[src/rtl/ee_pkg.sv]
package ee_pkg;
  localparam int ADDR_W = 17;
  localparam logic [3:0] DEV_TYPE = 4'b1010;
  typedef enum logic [2:0] {
    ST_IDLE, ST_DEV, ST_AHI, ST_ALO, ST_WR, ST_RD
  } ee_state_t;
endpackage

[src/rtl/ee_bus_cond.sv]
module ee_bus_cond (
  input  logic clk,
  input  logic rst,
  input  logic scl_i,
  input  logic sda_i,
  output logic scl_rise,
  output logic scl_fall,
  output logic start_c,
  output logic stop_c
);
  logic scl_q, sda_q;

  always_ff @(posedge clk) begin
    if (rst) begin
      scl_q <= 1'b1;
      sda_q <= 1'b1;
    end else begin
      scl_q <= scl_i;
      sda_q <= sda_i;
    end
  end

  assign scl_rise = scl_i & ~scl_q;
  assign scl_fall = ~scl_i & scl_q;
  assign start_c  = scl_i & scl_q & sda_q & ~sda_i;
  assign stop_c   = scl_i & scl_q & ~sda_q & sda_i;
endmodule

[src/rtl/ee_addr_ctr.sv]
module ee_addr_ctr import ee_pkg::*; #(
  parameter int PAGE_W = 8
) (
  input  logic              clk,
  input  logic              rst,
  input  logic              ld_top,
  input  logic              ld_mid,
  input  logic              ld_low,
  input  logic              step_page,
  input  logic              step_lin,
  input  logic [7:0]        din,
  output logic [ADDR_W-1:0] ptr,
  output logic [ADDR_W-1:0] ptr_inc
);
  logic [ADDR_W-1:0] cur;

  assign ptr     = cur;
  assign ptr_inc = cur + 1'b1;

  always_ff @(posedge clk) begin
    if (rst) begin
      cur <= '0;
    end else if (ld_top) begin
      cur[ADDR_W-1] <= din[1];
    end else if (ld_mid) begin
      cur[15:8] <= din;
    end else if (ld_low) begin
      cur[7:0] <= din;
    end else if (step_page) begin
      cur[PAGE_W-1:0] <= cur[PAGE_W-1:0] + 1'b1;
    end else if (step_lin) begin
      cur <= ptr_inc;
    end
  end

  assert_page_stays_R4: assert property (@(posedge clk) disable iff (rst)
    step_page |=> $stable(cur[ADDR_W-1:PAGE_W]));
endmodule

[src/rtl/eeprom_i2c_slave.sv]
module eeprom_i2c_slave import ee_pkg::*; #(
  parameter int PAGE_W = 8
) (
  input  logic              clk,
  input  logic              rst,
  input  logic              scl_i,
  input  logic              sda_i,
  input  logic [1:0]        pin_sel,
  input  logic              wp_i,
  input  logic              busy_i,
  output logic              sda_oe,
  output logic              mem_we,
  output logic              mem_commit,
  output logic              mem_abort,
  output logic              mem_rd_req,
  output logic [ADDR_W-1:0] mem_addr,
  output logic [7:0]        mem_wdata,
  input  logic [7:0]        mem_rdata
);
  logic scl_rise, scl_fall, start_c, stop_c;
  ee_state_t st;
  logic [3:0] bitcnt;
  logic ninth, mack, got_data, wp_lat, rd_pend;
  logic [7:0] shreg, obuf, rbuf;
  logic [ADDR_W-1:0] ptr, ptr_inc;
  logic dec, dev_ok, ld_top, ld_mid, ld_low, step_page, step_lin;

  ee_bus_cond u_cond (
    .clk(clk), .rst(rst), .scl_i(scl_i), .sda_i(sda_i),
    .scl_rise(scl_rise), .scl_fall(scl_fall), .start_c(start_c), .stop_c(stop_c)
  );

  ee_addr_ctr #(.PAGE_W(PAGE_W)) u_ctr (
    .clk(clk), .rst(rst), .ld_top(ld_top), .ld_mid(ld_mid), .ld_low(ld_low),
    .step_page(step_page), .step_lin(step_lin), .din(shreg),
    .ptr(ptr), .ptr_inc(ptr_inc)
  );

  // decision point: falling SCL after the 8th bit of a byte
  always_comb begin
    dec       = (st != ST_IDLE) && !start_c && !stop_c && scl_fall && !ninth && (bitcnt == 4'd8);
    dev_ok    = (shreg[7:4] == DEV_TYPE) && (shreg[3:2] == pin_sel) && !busy_i;
    ld_top    = dec && (st == ST_DEV) && dev_ok && !shreg[0];
    ld_mid    = dec && (st == ST_AHI);
    ld_low    = dec && (st == ST_ALO);
    step_page = dec && (st == ST_WR) && !wp_lat;
    step_lin  = dec && (st == ST_RD);
  end

  always_ff @(posedge clk) begin
    if (rst) begin
      st <= ST_IDLE;  bitcnt <= '0;  ninth <= 1'b0;  mack <= 1'b0;
      got_data <= 1'b0;  wp_lat <= 1'b0;  rd_pend <= 1'b0;
      shreg <= '0;  obuf <= '0;  rbuf <= '0;
      sda_oe <= 1'b0;  mem_we <= 1'b0;  mem_commit <= 1'b0;
      mem_abort <= 1'b0;  mem_rd_req <= 1'b0;
      mem_addr <= '0;  mem_wdata <= '0;
    end else begin
      mem_we     <= 1'b0;
      mem_commit <= 1'b0;
      mem_abort  <= 1'b0;
      mem_rd_req <= 1'b0;
      rd_pend    <= mem_rd_req;
      if (rd_pend) rbuf <= mem_rdata;

      if (start_c) begin
        st <= ST_DEV;  bitcnt <= '0;  ninth <= 1'b0;
        sda_oe <= 1'b0;  got_data <= 1'b0;
      end else if (stop_c) begin
        if (st == ST_WR && got_data) mem_commit <= 1'b1;
        st <= ST_IDLE;  sda_oe <= 1'b0;  got_data <= 1'b0;
      end else if (st != ST_IDLE) begin
        if (scl_rise) begin
          if (bitcnt != 4'd8) begin
            shreg  <= {shreg[6:0], sda_i};
            bitcnt <= bitcnt + 4'd1;
          end else begin
            ninth <= 1'b1;
            mack  <= ~sda_i;
          end
        end else if (scl_fall) begin
          if (ninth) begin
            // end of the acknowledge clock
            ninth  <= 1'b0;
            bitcnt <= '0;
            sda_oe <= 1'b0;
            if (st == ST_WR && !got_data) wp_lat <= wp_i;
            if (st == ST_RD) begin
              if (mack) begin
                obuf   <= rbuf;
                sda_oe <= ~rbuf[7];
              end else begin
                st <= ST_IDLE;
              end
            end
          end else if (dec) begin
            unique case (st)
              ST_DEV: begin
                if (dev_ok) begin
                  sda_oe <= 1'b1;
                  if (shreg[0]) begin
                    st <= ST_RD;  mack <= 1'b1;
                    mem_rd_req <= 1'b1;  mem_addr <= ptr;
                  end else begin
                    st <= ST_AHI;
                  end
                end else begin
                  st <= ST_IDLE;
                end
              end
              ST_AHI: begin sda_oe <= 1'b1; st <= ST_ALO; end
              ST_ALO: begin sda_oe <= 1'b1; st <= ST_WR;  end
              ST_WR: begin
                if (wp_lat) begin
                  mem_abort <= 1'b1;
                  st <= ST_IDLE;
                end else begin
                  sda_oe <= 1'b1;  mem_we <= 1'b1;
                  mem_addr <= ptr;  mem_wdata <= shreg;
                  got_data <= 1'b1;
                end
              end
              ST_RD: begin
                sda_oe <= 1'b0;
                mem_rd_req <= 1'b1;
                mem_addr <= ptr_inc;
              end
              default: st <= ST_IDLE;
            endcase
          end else if (st == ST_RD && bitcnt != 4'd0) begin
            sda_oe <= ~obuf[3'd7 - bitcnt[2:0]];
          end
        end
      end
    end
  end

  assert_idle_released_R1: assert property (@(posedge clk) disable iff (rst)
    (st == ST_IDLE) |-> !sda_oe);
  assert_drive_scl_low_R3: assert property (@(posedge clk) disable iff (rst)
    $rose(sda_oe) |-> !scl_i);
  assert_strobe_exclusive_R4: assert property (@(posedge clk) disable iff (rst)
    $onehot0({mem_we, mem_commit, mem_abort, mem_rd_req}));
  assert_busy_no_ack_R6: assert property (@(posedge clk) disable iff (rst)
    (st == ST_DEV && busy_i) |=> !$rose(sda_oe));
  assert_wp_blocks_load_R7: assert property (@(posedge clk) disable iff (rst)
    mem_we |-> !$past(wp_lat));
endmodule

[config.mk]
export PLATFORM = sky130hd
export DESIGN_NAME = eeprom_i2c_slave
export DESIGN_NICKNAME = d
export VERILOG_FILES = /design/src/rtl/ee_pkg.sv /design/src/rtl/ee_bus_cond.sv /design/src/rtl/ee_addr_ctr.sv /design/src/rtl/eeprom_i2c_slave.sv
export SDC_FILE = /design/constraint.sdc
export NUM_CORES = 1
export LEC_CHECK = 0
export BUFFER_PORTS_ARGS = -buffer_cell sky130_fd_sc_hd__buf_2
export CAP_MARGIN = 20
export CORE_MARGIN = 2
export CORE_UTILIZATION = 51
export DETAILED_ROUTE_END_ITERATION = 8
export PLACE_DENSITY = 0.81
export SYNTH_ARGS = -nofsm -noshare
export SYNTH_HDL_FRONTEND = slang
export SYNTH_SLANG_ARGS = --single-unit
[constraint.sdc]
create_clock -name clk -period 1.98 [get_ports clk]
set_input_delay 0 -clock clk [delete_from_list [all_inputs] [get_ports clk]]
set_output_delay 0 -clock clk [all_outputs]
set_load 0.005 [all_outputs]
==> metrics.csv, run 1 <==
stage;metric;value;unit
place;Detail Placement HPWL;8700;um
detailed_routing;DRC viols;0;
global_route;GRT Total Usage;0.272;
die;Ports;46;
job;max-cap violations;0;
logic_synthesis;post-synth net total;536;
logic_synthesis;asr flop ratio synth;0;
die;Die X;98.6;um
logic_synthesis;top cell type's share of synthesized area;0.373;
logic_synthesis;number of synthesized flops with an enable pin;0;
logic_synthesis;post-synth cell types;62;
cts;Skew-Pair Late Insertion Delay;0.37;ns
cts;root buffer cell;clkbuf_8;
power;leakage;2.32;nW
critical_path;WS Path Type;register to register;
global_route;global-route wire length before repair;21600;um
logic_synthesis;multiplexer area fraction after synthesis;0.0890;
timing;Slew HR;0.677;
timing;Hold WS;0.0289;ns
cts;Max clock buf depth;2;
critical_path;CP endpoint kind;register;
place;Port Buffers;45;
place;Cell Area, Placed;0.00527;mm^2
timing;Setup Skew;0.0166;ns
logic_synthesis;sequential-to-total area share from yosys stat;0.373;
final_layout;non-filler cells, final;742;
timing;fin. max-slew vios;0;
logic_synthesis;Mean Syn Cell Area;8.88;um^2
die;Initial Util;0.524;
die;row cnt;34;
logic_synthesis;area leader, netlist;dfxtp_1;
detailed_routing;Iteration-0 DRC Markers;697;
final_layout;nets;651;
detailed_routing;drt via density;6.29;
logic_synthesis;post-synthesis instance total;514;
detailed_routing;via count;4668;
die;die area;0.00973;mm^2
critical_path;worst-path fanout max;5;
final_layout;ant diodes;0;
die;die height;98.6;um
cts;CTS tree;done;
detailed_routing;Antenna Nets Post-Route;0;
logic_synthesis;number of synthesis warnings;0;
cts;Num CTS Buffers;9;
timing;RSZ-0062 raised after global routing;yes;
logic_synthesis;Cell Area, Synth;0.00457;mm^2
critical_path;Critical Path RT;2.25;ns
logic_synthesis;combinational family with the most area after synthesis;simple AND/OR/NAND/NOR gates;
die;core box area;0.00872;mm^2
place;Placer Congestion;0.881;
final_layout;finished layout cell area;0.00622;mm^2
detailed_routing;drt total wl;14500;um
logic_synthesis;Compound-Gate Fraction of Synth Area;0.190;
timing;Fin. Hold Viols;0;
outcome;status;finished, violations left;
logic_synthesis;Synth Area in Simple Gates;0.222;
timing;Fmax;471;MHz
timing;setup slack after layout;-0.145;ns
global_route;vias in the first global route;4301;
timing;Worst Tran Pin Value;0.485;ns
outcome;failing checks;setup timing;
cts;# clock sinks;85;
detailed_routing;DR WL/cell;19.5;um
global_route;initial antenna violation count;0;
detailed_routing;drt pass-1 iters;7;
logic_synthesis;Synth area leaders;dfxtp_1 37%, mux2i_1 7.7%, nor2_1 5.3%;
place;Placed Cells;692;
power;total power divided by cell area;538;mW/mm^2
final_layout;fraction of layout cells with a size suffix above 1;0.360;
power;Peak VDD IR;0.382;mV
global_route;GR Overflow Total;0;
logic_synthesis;top_reg_cell synth;dfxtp_1;
critical_path;arrival time worst endpoint;2.39;ns
timing;Final period util;1.07;
logic_synthesis;Adder-Cell Fraction of Synth Area;0.0164;
logic_synthesis;Synth Register Bits;85;
logic_synthesis;Synth Area in XOR/XNOR;0.0573;
critical_path;Setup crit start kind;register;
cts;Worst-path clk slew;0.10;ns
global_route;largest net degree at the start of global routing;34;
final_layout;Area Growth Syn to Fin;36.1;%
cts;H-tree levels;3;
hold_path;hold crit path type;input pin to register;
timing;Tmin final;2.12;ns
timing;Setup violations, final;27;
sequential cells by signal, indices dropped and copies added, names as in the netlist:
name	cells
mem_rd_req	1
wp_lat	1
mem_addr	17
mem_we	1
mack	1
sda_oe	1
rbuf	8
u_ctr.ptr	17
st	3
mem_commit	1
rd_pend	1
got_data	1
ninth	1
mem_abort	1
shreg	8
u_cond.sda_q	1
obuf	8
mem_wdata	8
bitcnt	4
u_cond.scl_q	1
cell families after synthesis:
group,after synthesis
AND/OR/NAND/NOR,193
flip-flops,85
XOR/XNOR,29
adder cells (fa/ha/maj),6
buffers and inverters,52
AO/OA/AOI/OAI,111
multiplexers,38
stage by stage:
stage	power, mW	setup TNS [ns]	util	worst slack (ns)
floorplan	1.86	0	-	0.0173
global placement	1.93	-0.478	0.604	-0.0418
detailed placement	1.93	-1.76	0.604	-0.0851
CTS	3.33	-0.0723	0.670	-0.0235
global route	3.44	-3.36	0.713	-0.178
finish	3.35	-1.64	0.713	-0.145
layout make-up:
cell class	count	area (um^2)
Clock inverter	6	95.1
Sequential cell	85	1710
Timing Repair Buffer	143	1190
Multi-Input combinational cell	377	2910
Clock buffer	10	128
Tap cell	108	135
Inverter	13	48.8
Fill cell	600	2500
Yosys cell counts (3+ instances only):
cell type  instances
a211oi_1          10
a21oi_1           34
a21oi_2            3
a311oi_1           5
a311oi_2          13
and2_1             6
and4_1             5
buf_2             15
clkbuf_1          19
dfxtp_1           85
ha_1               6
inv_1             13
mux2i_1           35
nand2_1           27
nand2b_1           6
nand3_1           16
nand3b_1           5
nand4_1            5
nor2_1            64
nor2b_1            8
nor3_1            16
nor3b_1            3
nor4_1            11
o211ai_1           5
o21ai_0           17
o221ai_1           3
or2_2              3
or3_1              5
xnor2_1           25
xor2_1             3
critical path: stages, from the launching register on:
cell       delay [ns]
dfxtp_2          0.35
inv_2            0.05
ha_4             0.16
buf_6            0.11
and4bb_2         0.24
o211ai_1         0.20
buf_4            0.20
nor2_4           0.04
buf_12           0.13
buf_8            0.14
clkbuf_16        0.15
a311oi_2         0.24
cell usage in the layout (no fill, tap or decap), drive strengths merged, types with 3 or more instances in the layout:
| cell type | instances |
|---|---|
| buf | 129 |
| nand3 | 16 |
| xor2 | 3 |
| nand3b | 5 |
| a311oi | 18 |
| o221ai | 3 |
| dlygate4sd3 | 10 |
| inv | 15 |
| o211ai | 5 |
| nand2b | 6 |
| ha | 6 |
| nor2b | 8 |
| a211oi | 11 |
| or3 | 5 |
| or2 | 3 |
| nor2 | 64 |
| nor3 | 17 |
| dfxtp | 85 |
| mux2i | 35 |
| nor3b | 3 |
| a21oi | 37 |
| nand4 | 7 |
| a2111oi | 3 |
| xnor2 | 26 |
| and2 | 6 |
| and4 | 5 |
| nand2 | 27 |
| clkbuf | 14 |
| o21ai | 17 |
| nor4 | 11 |
power breakdown:
| part | internal [mW] | switching [mW] |
|---|---|---|
| combinational | 0.0839 | 0.131 |
| clock | 0.725 | 0.689 |
| sequential | 1.71 | 0.00496 |
what timing repair did:
action | CTS | global route
pin swaps | 5 | 38
setup endpoints to repair | 46 | 47
cloned | 5 | 7
setup buffers | 8 | 6
resized for setup | 31 | 49
endpoints found under the hold margin | 10 | 0
hold buffers | 10 | 0
metal layers:
layer,share of wire,vias to the layer above,global-route usage
met2,0.47,279,0.433
met1,0.41,2218,0.372
met3,0.085,75,0.0447
met4,0.040,0,0.106
met5,0,-,0
li1,-,2096,-
final timing paths:
kind / start / end / depth (start not counted) / slack, ns
setup / recovery: bitcnt[0] / mem_addr[8] / 11 / -0.14
hold reg to reg: mem_rd_req / rd_pend / 1 / 0.46
hold / removal: rst / shreg[0] / 2 / 0.03
setup reg to reg: bitcnt[0] / mem_addr[8] / 11 / -0.14
(Power assumes the default switching activity.)
==> run 2: changes to the inputs <==
==> constraint.sdc (replaced) <==
create_clock -name clk -period 1.98 [get_ports clk]
set_input_delay 0.396 -clock clk [delete_from_list [all_inputs] [get_ports clk]]
set_output_delay 0.396 -clock clk [all_outputs]
set_load 0.005 [all_outputs]
==> metrics.csv, run 2 (synthesized netlist as in run 1, its figures left out) <==
stage;metric;value;unit
global_route;vias in the first global route;4078;
place;Port Buffers;45;
detailed_routing;drt total wl;13700;um
critical_path;Setup crit start kind;register;
cts;H-tree levels;3;
timing;setup slack after layout;-0.0654;ns
critical_path;worst-path fanout max;4;
final_layout;Area Growth Syn to Fin;28.7;%
die;core box area;0.00872;mm^2
place;Placed Cells;696;
final_layout;post-route core utilization;0.674;
hold_path;hold crit path type;input pin to register;
power;cell internal pwr;2.46;mW
place;Detail Placement HPWL;8500;um
outcome;failing checks;setup timing;
power;leakage;2.15;nW
final_layout;fraction of layout cells with a size suffix above 1;0.327;
timing;setup_tns;-0.655;ns
critical_path;reg-to-reg startpoint;u_cond.scl_q;
job;max-cap violations;0;
critical_path;Worst R2R Setup Slack;-0.07;ns
final_layout;# fillers;618;
critical_path;Setup crit start;u_cond.scl_q;
power;Peak VDD IR;0.450;mV
timing;Tmin final;2.05;ns
power;Sw Share;0.249;
detailed_routing;via count;4516;
global_route;Most Crowded Layer GR;met2;
place;Placer Congestion;1.07;
global_route;M3 GR Usage;0.0603;
detailed_routing;drt via density;6.23;
critical_path;worst reg2reg endpoint;mem_addr[7];
detailed_routing;Antenna Nets Post-Route;0;
cts;Max clock buf depth;2;
final_layout;non-filler cells, final;725;
critical_path;WS Path Type;register to register;
critical_path;reg2reg path depth;9;
die;Ports;46;
die;Die X;98.6;um
cts;Skew-Pair Late Insertion Delay;0.37;ns
cts;root buffer cell;clkbuf_8;
final_layout;most common cell after layout, fill and taps aside;dfxtp_1;
die;die height;98.6;um
timing;Worst Tran Pin Value;0.605;ns
power;NetSw;0.814;mW
cts;CTS Hold Bufs;0;
critical_path;arrival time worst endpoint;2.32;ns
global_route;largest net degree at the start of global routing;35;
cts;CTS tree;done;
place;worst slack, placed;-0.115;ns
timing;Fmax;489;MHz
timing;Fin. Hold Viols;0;
die;row cnt;34;
detailed_routing;Iteration-0 DRC Markers;406;
power;total power divided by cell area;558;mW/mm^2
die;Initial Util;0.524;
critical_path;Critical Path RT;2.26;ns
cts;Num CTS Buffers;9;
cts;# clock sinks;85;
timing;RSZ-0062 raised after global routing;yes;
die;die area;0.00973;mm^2
power;clock share of power;0.411;
global_route;met2 usage;0.401;
timing;fin. max-slew vios;0;
global_route;GR Overflow Total;0;
detailed_routing;drt pass-1 iters;5;
timing;Slew HR;0.591;
final_layout;commonest cells after routing, fill and taps aside;78 x dfxtp_1, 69 x buf_4, 61 x nor2_1, 45 x buf_2, 35 x mux2i_1;
timing;Setup Skew;0.0187;ns
global_route;global-route wire length before repair;19700;um
global_route;routing usage on met1;0.330;
outcome;status;finished, violations left;
detailed_routing;DRC viols;0;
cts;Worst-path clk slew;0.10;ns
global_route;initial antenna violation count;0;
final_layout;nets;634;
detailed_routing;DR WL/cell;18.9;um
power;Comb pwr share;0.065;
timing;Setup violations, final;23;
critical_path;CP endpoint kind;register;
power;sequential fraction of design power;0.524;
timing;Final period util;1.03;
global_route;GRT Total Usage;0.250;
critical_path;Setup crit end;mem_addr[7];
final_layout;ant diodes;0;
[run 2: worst max-delay path, stage by stage (launching register included)]
cell and delay [ns]:
dfxtp_4 0.38, inv_2 0.05, ha_4 0.16, nor2_4 0.13, o211ai_1 0.16, a2111oi_4 0.38, buf_6 0.20, clkbuf_16 0.14
a21oi_1 0.08, a311oi_2 0.26
[run 2: per-stage QoR]
stage	total power, mW	instance area [um^2]	hold WS, ns
after detailed placement	1.94	5300	0.470
after global routing	3.37	5880	0.280
after floorplan	1.86	4590	0.446
final	3.28	5880	0.256
after CTS	3.25	5620	0.254
after global placement	1.94	5300	0.471
[run 2: power by group through the flow]
stage | combinational [mW] | clock [mW] | sequential [mW]
2_1_floorplan | 0.108 | 0 | 1.76
3_3_place_gp | 0.184 | 0 | 1.76
3_5_place_dp | 0.187 | 0 | 1.76
4_1_cts | 0.190 | 1.34 | 1.72
5_1_grt | 0.224 | 1.43 | 1.72
6_report | 0.212 | 1.35 | 1.72
[run 2: worst min-delay path by stage]
stage	from	endpoint	cells past startpoint
2_1_floorplan	got_data	got_data	2
3_3_place_gp	got_data	got_data	2
3_5_place_dp	mem_rd_req	rd_pend	1
4_1_cts	mem_rdata[7]	rbuf[7]	3
5_1_grt	mem_rdata[3]	rbuf[3]	3
6_report	mem_rdata[7]	rbuf[7]	3
[run 2: layout make-up]
| cell class | count | area, um^2 | area share |
|---|---|---|---|
| tap | 108 | 135 | 0.0230 |
| sequential | 85 | 1710 | 0.292 |
| clock buffer | 11 | 151 | 0.0258 |
| clock inverter | 5 | 66.3 | 0.0113 |
| timing repair buffer | 126 | 976 | 0.166 |
| multi-input combinational | 377 | 2790 | 0.474 |
| inverter | 13 | 48.8 | 0.00830 |
[run 2: repair_timing]
item                       CTS  global route
setup endpoints to repair   19            51
setup buffers                1             6
pin swaps                    3            14
resized for setup           10            35
cloned                       1             5
[run 2: per-layer routing]
layer  wire, um  part of all wire  vias up
met4        454             0.033        0
met3       1210             0.088       51
met2       6370              0.47      260
li1           -                 -     2057
met1       5660              0.41     2148
met5          0                 0        -
==> run 3: changes to the inputs <==
- CAP_MARGIN: 20 -> 10
- GPL_TIMING_DRIVEN: default -> 0
- SLEW_MARGIN: default -> 40
==> metrics.csv, run 3 (synthesized netlist as in run 1, its figures left out) <==
stage;metric;value;unit
timing;Fmax;475;MHz
critical_path;CP endpoint kind;register;
power;Peak VDD IR;0.425;mV
die;row cnt;34;
critical_path;worst-path fanout max;6;
cts;H-tree levels;3;
final_layout;fraction of layout cells with a size suffix above 1;0.355;
timing;RSZ-0062 raised after global routing;yes;
detailed_routing;Antenna Nets Post-Route;0;
timing;Fin. Hold Viols;0;
cts;Worst-path clk slew;0.10;ns
timing;Final period util;1.06;
cts;Num CTS Buffers;9;
cts;Skew-Pair Late Insertion Delay;0.38;ns
place;Placer Congestion;0.943;
global_route;largest net degree at the start of global routing;18;
timing;setup slack after layout;-0.127;ns
place;Placed Cells;666;
timing;fin. max-slew vios;0;
outcome;failing checks;setup timing;
global_route;vias in the first global route;3913;
cts;CTS Hold Bufs;0;
outcome;status;finished, violations left;
detailed_routing;DR WL/cell;19.5;um
job;max-cap violations;0;
die;Initial Util;0.524;
critical_path;Critical Path RT;2.26;ns
detailed_routing;Iteration-0 DRC Markers;368;
critical_path;arrival time worst endpoint;2.38;ns
detailed_routing;drt via density;6.23;
global_route;GR Overflow Total;0;
critical_path;Worst R2R Setup Slack;-0.13;ns
place;Port Buffers;44;
power;leakage;2.11;nW
global_route;GRT Total Usage;0.255;
critical_path;WS Path Type;register to register;
final_layout;non-filler cells, final;717;
detailed_routing;drt pass-1 iters;6;
die;die area;0.00973;mm^2
detailed_routing;DRC viols;0;
cts;CTS tree;done;
detailed_routing;via count;4467;
final_layout;finished layout cell area;0.00595;mm^2
hold_path;hold crit path type;input pin to register;
die;Die X;98.6;um
final_layout;ant diodes;0;
die;core box area;0.00872;mm^2
global_route;global-route wire length before repair;20000;um
cts;Max clock buf depth;2;
power;total power divided by cell area;549;mW/mm^2
cts;root buffer cell;clkbuf_8;
place;Detail Placement HPWL;8590;um
timing;Setup violations, final;27;
final_layout;Area Growth Syn to Fin;30.2;%
timing;Worst Tran Pin Value;0.733;ns
timing;Slew HR;0.512;
global_route;initial antenna violation count;0;
cts;# clock sinks;85;
final_layout;nets;626;
timing;Hold WS;0.251;ns
critical_path;Setup crit start kind;register;
timing;Setup Skew;0.0147;ns
detailed_routing;drt total wl;14000;um
power;Final Power;3.26;mW
timing;Tmin final;2.11;ns
die;die height;98.6;um
place;Cell Area, Placed;0.00495;mm^2
final_layout;most common cell after layout, fill and taps aside;dfxtp_1;
die;Ports;46;
final_layout;commonest cells after routing, fill and taps aside;76 x dfxtp_1, 58 x nor2_1, 48 x buf_2, 35 x mux2i_1, 31 x buf_4;
timing;setup_tns;-1.12;ns
-- run 3: changes by cell type in the layout (fill, tap and decap cells not counted), sizes merged --
cell      before  now
buf          122   97
inv           15   19
clkbuf        14   29
clkinv         1    0
clkinvlp       1    0
-- run 3: area by class of cell --
class	instances	area, um^2
clock buffer	9	124
multi-input combinational	377	3000
inverter	13	48.8
fill	646	2780
clock inverter	7	85.1
tap	108	135
sequential	85	1720
buffer	37	256
timing repair buffer	81	583
-- run 3: final timing paths --
check             cells after the start           to    startpoint
setup / recovery                      9  mem_addr[9]     bitcnt[0]
hold / removal                        3      rbuf[4]  mem_rdata[4]
setup reg to reg                      9  mem_addr[9]     bitcnt[0]
hold reg to reg                       2    bitcnt[1]     bitcnt[1]
-- run 3: metrics by stage --
stage	util	worst slack [ns]
final	0.682	-0.127
after global routing	0.682	-0.157
after CTS	0.625	-0.0432
after detailed placement	0.567	-0.547
after global placement	0.567	-0.426
after floorplan	-	0.0230
-- run 3: power breakdown --
group          internal [mW]  switching (mW)  total [mW]
combinational         0.0651           0.136       0.201
sequential              1.71         0.00522        1.72
clock                  0.615           0.731        1.35
total                   2.39           0.872        3.26
-- run 3: metal layers --
metal,vias up,part of all wire,track usage,wire [um]
met3,50,0.066,0.0504,916
met5,-,0,0,0
li1,2049,-,-,-
met2,212,0.48,0.400,6650
met4,0,0.036,0.0948,506
met1,2156,0.42,0.350,5890
-- run 3: what timing repair did --
action	in CTS	in global routing
pin swaps	13	30
cloned	3	3
resized for setup	35	89
setup buffers	13	18
setup endpoints to repair	64	66
-- run 3: worst max-delay path, stage by stage (launching register included) --
cell and delay [ns]:
dfxtp_4 0.35, inv_2 0.07, ha_4 0.17, and4bb_2 0.25, o211ai_1 0.21, buf_4 0.22
nor2_4 0.23, buf_6 0.19, a21oi_4 0.06, a311oi_2 0.26
